<file path="config.mk">
export PLATFORM = sky130hd
export DESIGN_NAME = sqi_gen
export DESIGN_NICKNAME = d
export VERILOG_FILES = /design/src/rtl/sqi_pkg.sv /design/src/rtl/sqi_mse_avg.sv /design/src/rtl/sqi_thr_cmp.sv /design/src/rtl/sqi_toggle_ctl.sv /design/src/rtl/sqi_gen.sv
export SDC_FILE = /design/constraint.sdc
export NUM_CORES = 1
export LEC_CHECK = 0
export CORE_ASPECT_RATIO = 0.7
export CORE_UTILIZATION = 40
export CTS_CLUSTER_SIZE = 28
export DETAILED_ROUTE_END_ITERATION = 8
export PLACE_DENSITY_LB_ADDON = 0.25
export SLEW_MARGIN = 20
export SYNTH_ARGS = -nofsm -noshare
export SYNTH_HDL_FRONTEND = slang
export SYNTH_SLANG_ARGS = --single-unit
export TNS_END_PERCENT = 20
</file>
<file path="constraint.sdc">
create_clock -name clk -period 3.9 [get_ports clk]
set_input_delay 0.585 -clock clk [delete_from_list [all_inputs] [get_ports clk]]
set_output_delay 0.585 -clock clk [all_outputs]
set_load 0.05 [all_outputs]
</file>
<file path="src/rtl/sqi_pkg.sv">
package sqi_pkg;

  typedef enum logic [1:0] {
    MOD_FSK  = 2'b00,
    MOD_DPSK = 2'b01,
    MOD_QAM  = 2'b10,
    MOD_RSVD = 2'b11
  } mod_e;

  typedef enum logic [1:0] {
    ST_GOOD   = 2'b00,
    ST_TOGGLE = 2'b01,
    ST_LOST   = 2'b10
  } sqi_state_e;

  function automatic logic mode_qualified(input logic [1:0] m);
    return (m == MOD_DPSK) || (m == MOD_QAM);
  endfunction

endpackage

</file>
<file path="src/rtl/sqi_mse_avg.sv">
module sqi_mse_avg #(
  parameter int ERR_W     = 16,
  parameter int AVG_SHIFT = 4
) (
  input  logic             clk,
  input  logic             rst,
  input  logic             clr_i,
  input  logic             vld_i,
  input  logic [ERR_W-1:0] err_i,
  output logic [ERR_W-1:0] avg_o
);

  localparam int ACC_W = ERR_W + AVG_SHIFT;

  logic [ACC_W-1:0] acc_q;
  logic [ACC_W-1:0] acc_leak;
  logic [ACC_W-1:0] acc_nxt;

  // Leaky integrator: steady state equals err << AVG_SHIFT, so ACC_W never overflows.
  always_comb begin
    acc_leak = acc_q >> AVG_SHIFT;
    acc_nxt  = acc_q - acc_leak + ACC_W'(err_i);
  end

  always_ff @(posedge clk) begin
    if (rst || clr_i) begin
      acc_q <= '0;
    end else if (vld_i) begin
      acc_q <= acc_nxt;
    end
  end

  assign avg_o = acc_q[ACC_W-1:AVG_SHIFT];


  acc_hold_chk: assert property (@(posedge clk) disable iff (rst)
    (!vld_i && !clr_i) |=> $stable(acc_q));


  acc_clear_chk: assert property (@(posedge clk) disable iff (rst)
    clr_i |=> (acc_q == '0));

endmodule

</file>
<file path="src/rtl/sqi_thr_cmp.sv">
module sqi_thr_cmp #(
  parameter int                 ERR_W     = 16,
  parameter int                 N_LEVELS  = 4,
  parameter int                 SEL_W     = $clog2(N_LEVELS),
  parameter logic [N_LEVELS*ERR_W-1:0] THR_TABLE = {16'h1000, 16'h0800, 16'h0200, 16'h0400}
) (
  input  logic [ERR_W-1:0] avg_i,
  input  logic [SEL_W-1:0] sel_i,
  output logic             above_o
);

  logic [ERR_W-1:0] thr_tab [N_LEVELS];
  logic [N_LEVELS-1:0] over_vec;

  for (genvar g = 0; g < N_LEVELS; g++) begin : g_lvl
    assign thr_tab[g]  = THR_TABLE[g*ERR_W +: ERR_W];
    assign over_vec[g] = (avg_i > thr_tab[g]);
  end

  assign above_o = over_vec[sel_i];

endmodule

</file>
<file path="src/rtl/sqi_toggle_ctl.sv">
module sqi_toggle_ctl
  import sqi_pkg::*;
#(
  parameter int TOGGLE_CYCLES = 83000,
  parameter int CNT_W         = (TOGGLE_CYCLES > 2) ? $clog2(TOGGLE_CYCLES) : 1
) (
  input  logic clk,
  input  logic rst,
  input  logic qual_i,
  input  logic lost_i,
  input  logic above_i,
  output logic flag_o
);

  localparam logic [CNT_W-1:0] CNT_LAST = CNT_W'(TOGGLE_CYCLES - 1);

  sqi_state_e       st_q, st_d;
  logic [CNT_W-1:0] cnt_q, cnt_d;
  logic             flag_q, flag_d;

  always_comb begin
    st_d   = st_q;
    cnt_d  = cnt_q;
    flag_d = flag_q;
    if (!qual_i) begin
      st_d   = ST_GOOD;
      cnt_d  = '0;
      flag_d = 1'b0;
    end else if (lost_i) begin
      st_d   = ST_LOST;
      cnt_d  = '0;
      flag_d = 1'b1;
    end else if (above_i) begin
      st_d = ST_TOGGLE;
      if (cnt_q == CNT_LAST) begin
        cnt_d  = '0;
        flag_d = ~flag_q;
      end else begin
        cnt_d = cnt_q + 1'b1;
      end
    end else begin
      st_d   = ST_GOOD;
      cnt_d  = '0;
      flag_d = 1'b0;
    end
  end

  always_ff @(posedge clk) begin
    if (rst) begin
      st_q   <= ST_GOOD;
      cnt_q  <= '0;
      flag_q <= 1'b0;
    end else begin
      st_q   <= st_d;
      cnt_q  <= cnt_d;
      flag_q <= flag_d;
    end
  end

  assign flag_o = flag_q;


  cnt_range_chk: assert property (@(posedge clk) disable iff (rst)
    cnt_q <= CNT_LAST);


  toggle_hold_chk: assert property (@(posedge clk) disable iff (rst)
    (qual_i && !lost_i && above_i && cnt_q != CNT_LAST) |=> $stable(flag_o));


  lost_high_chk: assert property (@(posedge clk) disable iff (rst)
    (qual_i && lost_i) |=> (flag_o && st_q == ST_LOST));


  unqual_low_chk: assert property (@(posedge clk) disable iff (rst)
    !qual_i |=> (!flag_o && cnt_q == '0));


  good_low_chk: assert property (@(posedge clk) disable iff (rst)
    (qual_i && !lost_i && !above_i) |=> (!flag_o && st_q == ST_GOOD));

endmodule

</file>
<file path="src/rtl/sqi_gen.sv">
module sqi_gen
  import sqi_pkg::*;
#(
  parameter int ERR_W         = 16,
  parameter int AVG_SHIFT     = 4,
  parameter int TOGGLE_CYCLES = 83000,
  parameter logic [4*ERR_W-1:0] THR_TABLE = {16'h1000, 16'h0800, 16'h0200, 16'h0400}
) (
  input  logic             clk,
  input  logic             rst,
  input  logic [1:0]       mode_i,
  input  logic             err_vld_i,
  input  logic [ERR_W-1:0] err_i,
  input  logic [1:0]       thr_sel_i,
  input  logic             lost_i,
  output logic             sqi_o
);

  logic             qual;
  logic [ERR_W-1:0] avg;
  logic             above;

  assign qual = mode_qualified(mode_i);

  sqi_mse_avg #(
    .ERR_W     (ERR_W),
    .AVG_SHIFT (AVG_SHIFT)
  ) u_avg (
    .clk   (clk),
    .rst   (rst),
    .clr_i (!qual),
    .vld_i (err_vld_i),
    .err_i (err_i),
    .avg_o (avg)
  );

  sqi_thr_cmp #(
    .ERR_W     (ERR_W),
    .N_LEVELS  (4),
    .SEL_W     (2),
    .THR_TABLE (THR_TABLE)
  ) u_cmp (
    .avg_i   (avg),
    .sel_i   (thr_sel_i),
    .above_o (above)
  );

  sqi_toggle_ctl #(
    .TOGGLE_CYCLES (TOGGLE_CYCLES)
  ) u_ctl (
    .clk     (clk),
    .rst     (rst),
    .qual_i  (qual),
    .lost_i  (lost_i),
    .above_i (above),
    .flag_o  (sqi_o)
  );


  reset_low_chk: assert property (@(posedge clk)
    rst |=> !sqi_o);

endmodule

</file>
**Yosys cells after proc, flatten, opt, wreduce, memory -nomap -nowiden**

Index checks and enable logic that the tools add are counted.

- Bitwise logic cells: 3
- Equal/unequal tests: 4
- Reductions and logical operators: 5
- Muxes and demuxes: 5
- Order comparisons: 5
- $add $sub $neg: 3

Operators with widths:

| operator | number |
|---|---|
| adder 20 x 16 -> 20 bit | 1 |
| subtractor 20 x 16 -> 20 bit | 1 |
| adder 17 x 1 -> 17 bit, second input constant | 1 |
| equality test 17 bit, second input constant | 1 |
| > comparator 16 x 10 -> 1 bit, second input constant | 1 |
| > comparator 16 x 11 -> 1 bit, second input constant | 1 |
| > comparator 16 x 12 -> 1 bit, second input constant | 1 |
| > comparator 16 x 13 -> 1 bit, second input constant | 1 |
| OR reduction 5 bit | 1 |
| 2-to-1 mux 1 bit | 4 |
| less-than comparator 2 x 3 -> 1 bit, second input constant | 1 |
| != test 3 x 2 -> 1 bit, second input constant | 1 |
| NOT 1 bit | 3 |
| binary-select mux 1 bit (select 2 bit) | 1 |
| equality test 2 x 1 -> 1 bit, second input constant | 1 |
| equality test 2 bit, second input constant | 1 |
| logical OR 1 bit | 2 |
| OR reduction 2 bit | 1 |
| zero test 1 bit | 1 |

- Word-level logic and storage cells: 28
- Output and inout port bits: 1
- Register bits: 38

**Longest topological paths before layout**

- Depth in word-level cells: 5
- Depth in mapped cells: 11
- Mapped depth without buffers: 11

**By module**

Synthesis repeated with hierarchy kept, for this count alone.

- Cell total of the unflattened synthesis: 415
- Area, all modules: 3,358.2 µm²

Modules (own cells, without submodules):

| module | area an instance (µm²) | cells each | times used |
|---|---|---|---|
| sqi_mse_avg | 2,374.8 | 303 | 1 |
| sqi_toggle_ctl | 864.6 | 95 | 1 |
| sqi_thr_cmp | 101.3 | 15 | 1 |
| sqi_gen | 17.5 | 2 | 1 |

**Worst setup path after synthesis**

OpenSTA, ideal clock, no wires.

- Kind: input to register
- From: in err_i[1]
- To: reg u_avg.acc_q[18]
- Cell stages on the path: 10
- Arrival time: 2,926 ps
- Path slack: 887 ps
- Path through: inv_1 > fa_1 > inv_1 > fa_1 > a21o_1 > a311oi_1 > o31a_1 > a21oi_1 > o211a_1 > o31ai_1

- Cells in the longest elaborated chain, start to end: 1

RTL lines:

| item | line | RTL |
|---|---|---|
| start, declared | sqi_gen.sv:13 | `input logic [ERR_W-1:0] err_i,` |
| adder 20 x 16 -> 20 bit | sqi_mse_avg.sv:22 | `acc_nxt = acc_q - acc_leak + ACC_W'(err_i);` |
| end signal, assigned | sqi_mse_avg.sv:29 | `acc_q <= acc_nxt;` |
| end, declared | sqi_mse_avg.sv:15 | `logic [ACC_W-1:0] acc_q;` |

No other way between the ends.
A chain may end at the register's enable or synchronous reset.

**Worst setup path after layout**

Ends and elaborated chain as after synthesis.

==> insert_results.sql <==
INSERT INTO impl_metrics (metric_group, metric, value, unit) VALUES
('run_status', 'run_status', 'finished clean', ''),
('power', 'power_report.internal_total', '1.44', 'mW'),
('route', 'ant_nets', '0', ''),
('route', 'wl', '7750', 'µm'),
('setup_path', 'rrSetupSlack', '0.83', 'ns'),
('yosys', 'syn_area', '3250', 'µm²'),
('grt', 'maximum_number_of_pins_on_one_net_before_global_route_repair', '23', ''),
('yosys', 'synth.avg_cell_area', '8.01', 'µm²'),
('floorplanning', 'initial_utilization', '41.3', '%'),
('route', 'drt_iter0_drc', '207', ''),
('yosys', 'synth_most_common_cell', 'sky130_fd_sc_hd__inv_1', ''),
('power', 'netSwitchingPower', '1.10', 'mW'),
('clock_network', 'clkSinkCount', '38', ''),
('sta', 'finalWorstPathRequiredPeriod', '3.45', 'ns'),
('floorplanning', 'io-pin-count', '25', ''),
('layout', 'area_added_between_synthesis_and_finish', '16.9', '%'),
('route', 'dr_drc_count', '0', ''),
('sta', 'finalHoldViolations', '0', ''),
('yosys', 'post-synth-top-area-cell', 'sky130_fd_sc_hd__dfxtp_1', ''),
('setup_path', 'rr_endpoint', 'u_avg.acc_q[18]', ''),
('floorplanning', 'fp.coreArea', '7870', 'µm²'),
('sta', 'layout_worst_path_cycle_share', '88.6', '%'),
('clock_network', 'postCtsSetupRepairBufs', '0', ''),
('setup_path', 'critical_path_class', 'input port to flip-flop', ''),
('setup_path', 'worst_path_arrival', '3.64', 'ns'),
('route', 'vias_per_cell', '5.33', ''),
('yosys', 'async_flop_share', '0', '%'),
('setup_path', 'worstPathRequired', '4.09', 'ns'),
('clock_network', 'clk_path_buf_depth', '2', ''),
('yosys', 'synth.yosys.seq_area_share', '23.4', '%'),
('yosys', 'complex_gate_fraction_of_the_synthesized_area', '17.3', '%'),
('grt', 'vias_in_the_first_global_route', '2633', ''),
('worst_hold_path', 'hold_path_class', 'flip-flop to flip-flop', ''),
('sta', 'rsz_0062_raised_after_global_routing', 'false', ''),
('setup_path', 'cp_startpoint_kind', 'input port', ''),
('grt', 'antenna_violations_before_repair', '0', ''),
('sta', 'slew_violations', '0', ''),
('layout', 'fillers', '799', ''),
('layout', 'final-seq-area', '761', 'µm²'),
('route', 'detail_route.first_pass.iterations', '4', ''),
('clock_network', 'cts-htree-levels', '2', ''),
('yosys', 'syn-instance-count', '406', ''),
('route', 'vias', '2862', ''),
('power', 'worst_ir_drop_vdd', '0.269', 'mV'),
('clock_network', 'clock_tree_from_tritoncts', 'done', ''),
('route', 'routedWlPerCell', '14.4', 'µm'),
('sta', 'fin_setup_tns', '0', 'ns'),
('placement', 'post-dp-hpwl', '6100', 'µm'),
('clock_network', 'clockRootBuffer', 'sky130_fd_sc_hd__clkbuf_16', ''),
('sta', 'setup_clock_skew_after_layout', '0.00584', 'ns'),
('worst_hold_path', 'min_from', 'u_ctl.cnt_q[0]', ''),
('yosys', 'synth_simple_gate_area_share', '21.2', '%'),
('yosys', 'synth_top_cells_by_area', 'sky130_fd_sc_hd__dfxtp_1, sky130_fd_sc_hd__fa_1, sky130_fd_sc_hd__ha_1', ''),
('yosys', 'ys_dominant_reg_cell', 'sky130_fd_sc_hd__dfxtp_1', ''),
('yosys', 'synth_top_area_share', '23.4', '%'),
('floorplanning', 'die_height', '77.4', 'µm'),
('grt', 'grt.total_usage', '19.7', '%'),
('layout', 'drive_above_1_share', '6.19', '%'),
('power', 'clock_power_share', '21.4', '%'),
('yosys', 'post_synth_num_cell_types', '54', ''),
('power', 'power_density', '669', 'nW/µm²'),
('placement', 'gp_congestion', '0.930', ''),
('yosys', 'synthesis.yosys.warnings', '0', ''),
('clock_network', 'cts_buffers', '5', ''),
('power', 'static-leakage-power', '1.60', 'nW'),
('power', 'seqPwrFrac', '20.1', '%'),
('yosys', 'synth_top_family_by_area', 'simple AND/OR/NAND/NOR gates', ''),
('yosys', 'leading_post_synthesis_cells_by_instance_count', 'sky130_fd_sc_hd__inv_1, sky130_fd_sc_hd__dfxtp_1, sky130_fd_sc_hd__nor2_1', ''),
('yosys', 'synth_fp_nets', '471', ''),
('setup_path', 'cp-end-kind', 'flip-flop', ''),
('worst_hold_path', 'worstHoldPathCells', '1', '');
kinds of logic after synthesis:
logic type | Yosys count
buffers and inverters | 85
adder cells (fa/ha/maj) | 41
AO/OA/AOI/OAI | 81
flip-flops | 38
multiplexers | 5
XOR/XNOR | 24
AND/OR/NAND/NOR | 132
power by group through the flow:
stage | Sequential, mW | Combinational (mW) | Clock [mW]
3_3_place_gp | 0.517 | 1.44 | 0
6_report | 0.510 | 1.49 | 0.545
5_1_grt | 0.518 | 1.67 | 0.568
4_1_cts | 0.508 | 1.47 | 0.552
3_5_place_dp | 0.517 | 1.45 | 0
2_1_floorplan | 0.487 | 1.14 | 0
per-layer routing:
layer,up-vias,global-route usage [%],part of all wire (%),wire length [µm]
met4,0,3.20,0.49,38
met2,100,27.5,39,3030
met5,-,0,0,0
li1,1425,-,-,-
met1,1333,31.5,53,4100
met3,4,2.94,7.4,576
cells in the final DEF (no fill, tap or decap), drive strengths merged, types with 7 or more instances in the layout:
| master | n |
|---|---|
| ha | 25 |
| fa | 16 |
| xor2 | 8 |
| inv | 77 |
| xnor2 | 16 |
| o21ai | 13 |
| nand4 | 7 |
| a21o | 7 |
| clkdlybuf4s50 | 24 |
| nand3 | 18 |
| o21a | 10 |
| dfxtp | 38 |
| a21oi | 16 |
| nand2 | 23 |
| nor3 | 10 |
| nor2 | 44 |
registers in the layout, indices dropped and copies added, names as in the netlist:
signal and flops:
u_avg.acc_q 20, u_ctl.cnt_q 17, u_ctl.flag_o 1
through the flow:
step	cells	setup WS [ns]	power (mW)	utilization, %
finish	537	0.445	2.54	48.3
global route	537	0.265	2.75	48.3
CTS	537	0.466	2.53	48.3
floorplan	406	0.887	1.63	-
global placement	529	0.290	1.96	45.8
detailed placement	529	0.208	1.97	45.8
how the worst max path moves through the flow:
stage	end	slack [ns]	cells past startpoint
4_1_cts	u_avg.acc_q[18]	0.47	11
6_report	u_avg.acc_q[18]	0.45	11
3_3_place_gp	u_avg.acc_q[18]	0.29	11
5_1_grt	u_avg.acc_q[18]	0.27	11
3_5_place_dp	u_avg.acc_q[18]	0.21	11
2_1_floorplan	u_avg.acc_q[18]	0.89	10
area by class of cell:
type	count	share of cell area, %
well taps	101	3.33
inverters	78	7.71
clock inverters	3	1.81
repair buffers	29	7.31
clock buffers	5	3.29
multi-input cells	283	56.5
flip-flops and latches	38	20.0
critical path: stages:
cell	delay, ns
sky130_fd_sc_hd__clkdlybuf4s50_1	0.46
sky130_fd_sc_hd__inv_1	0.05
sky130_fd_sc_hd__fa_1	0.52
sky130_fd_sc_hd__inv_1	0.06
sky130_fd_sc_hd__fa_1	0.46
sky130_fd_sc_hd__a21o_1	0.19
sky130_fd_sc_hd__a311oi_1	0.45
sky130_fd_sc_hd__o31a_1	0.26
sky130_fd_sc_hd__a21oi_1	0.11
sky130_fd_sc_hd__o211a_1	0.24
sky130_fd_sc_hd__o31ai_1	0.24
(Power assumes the default switching activity.)
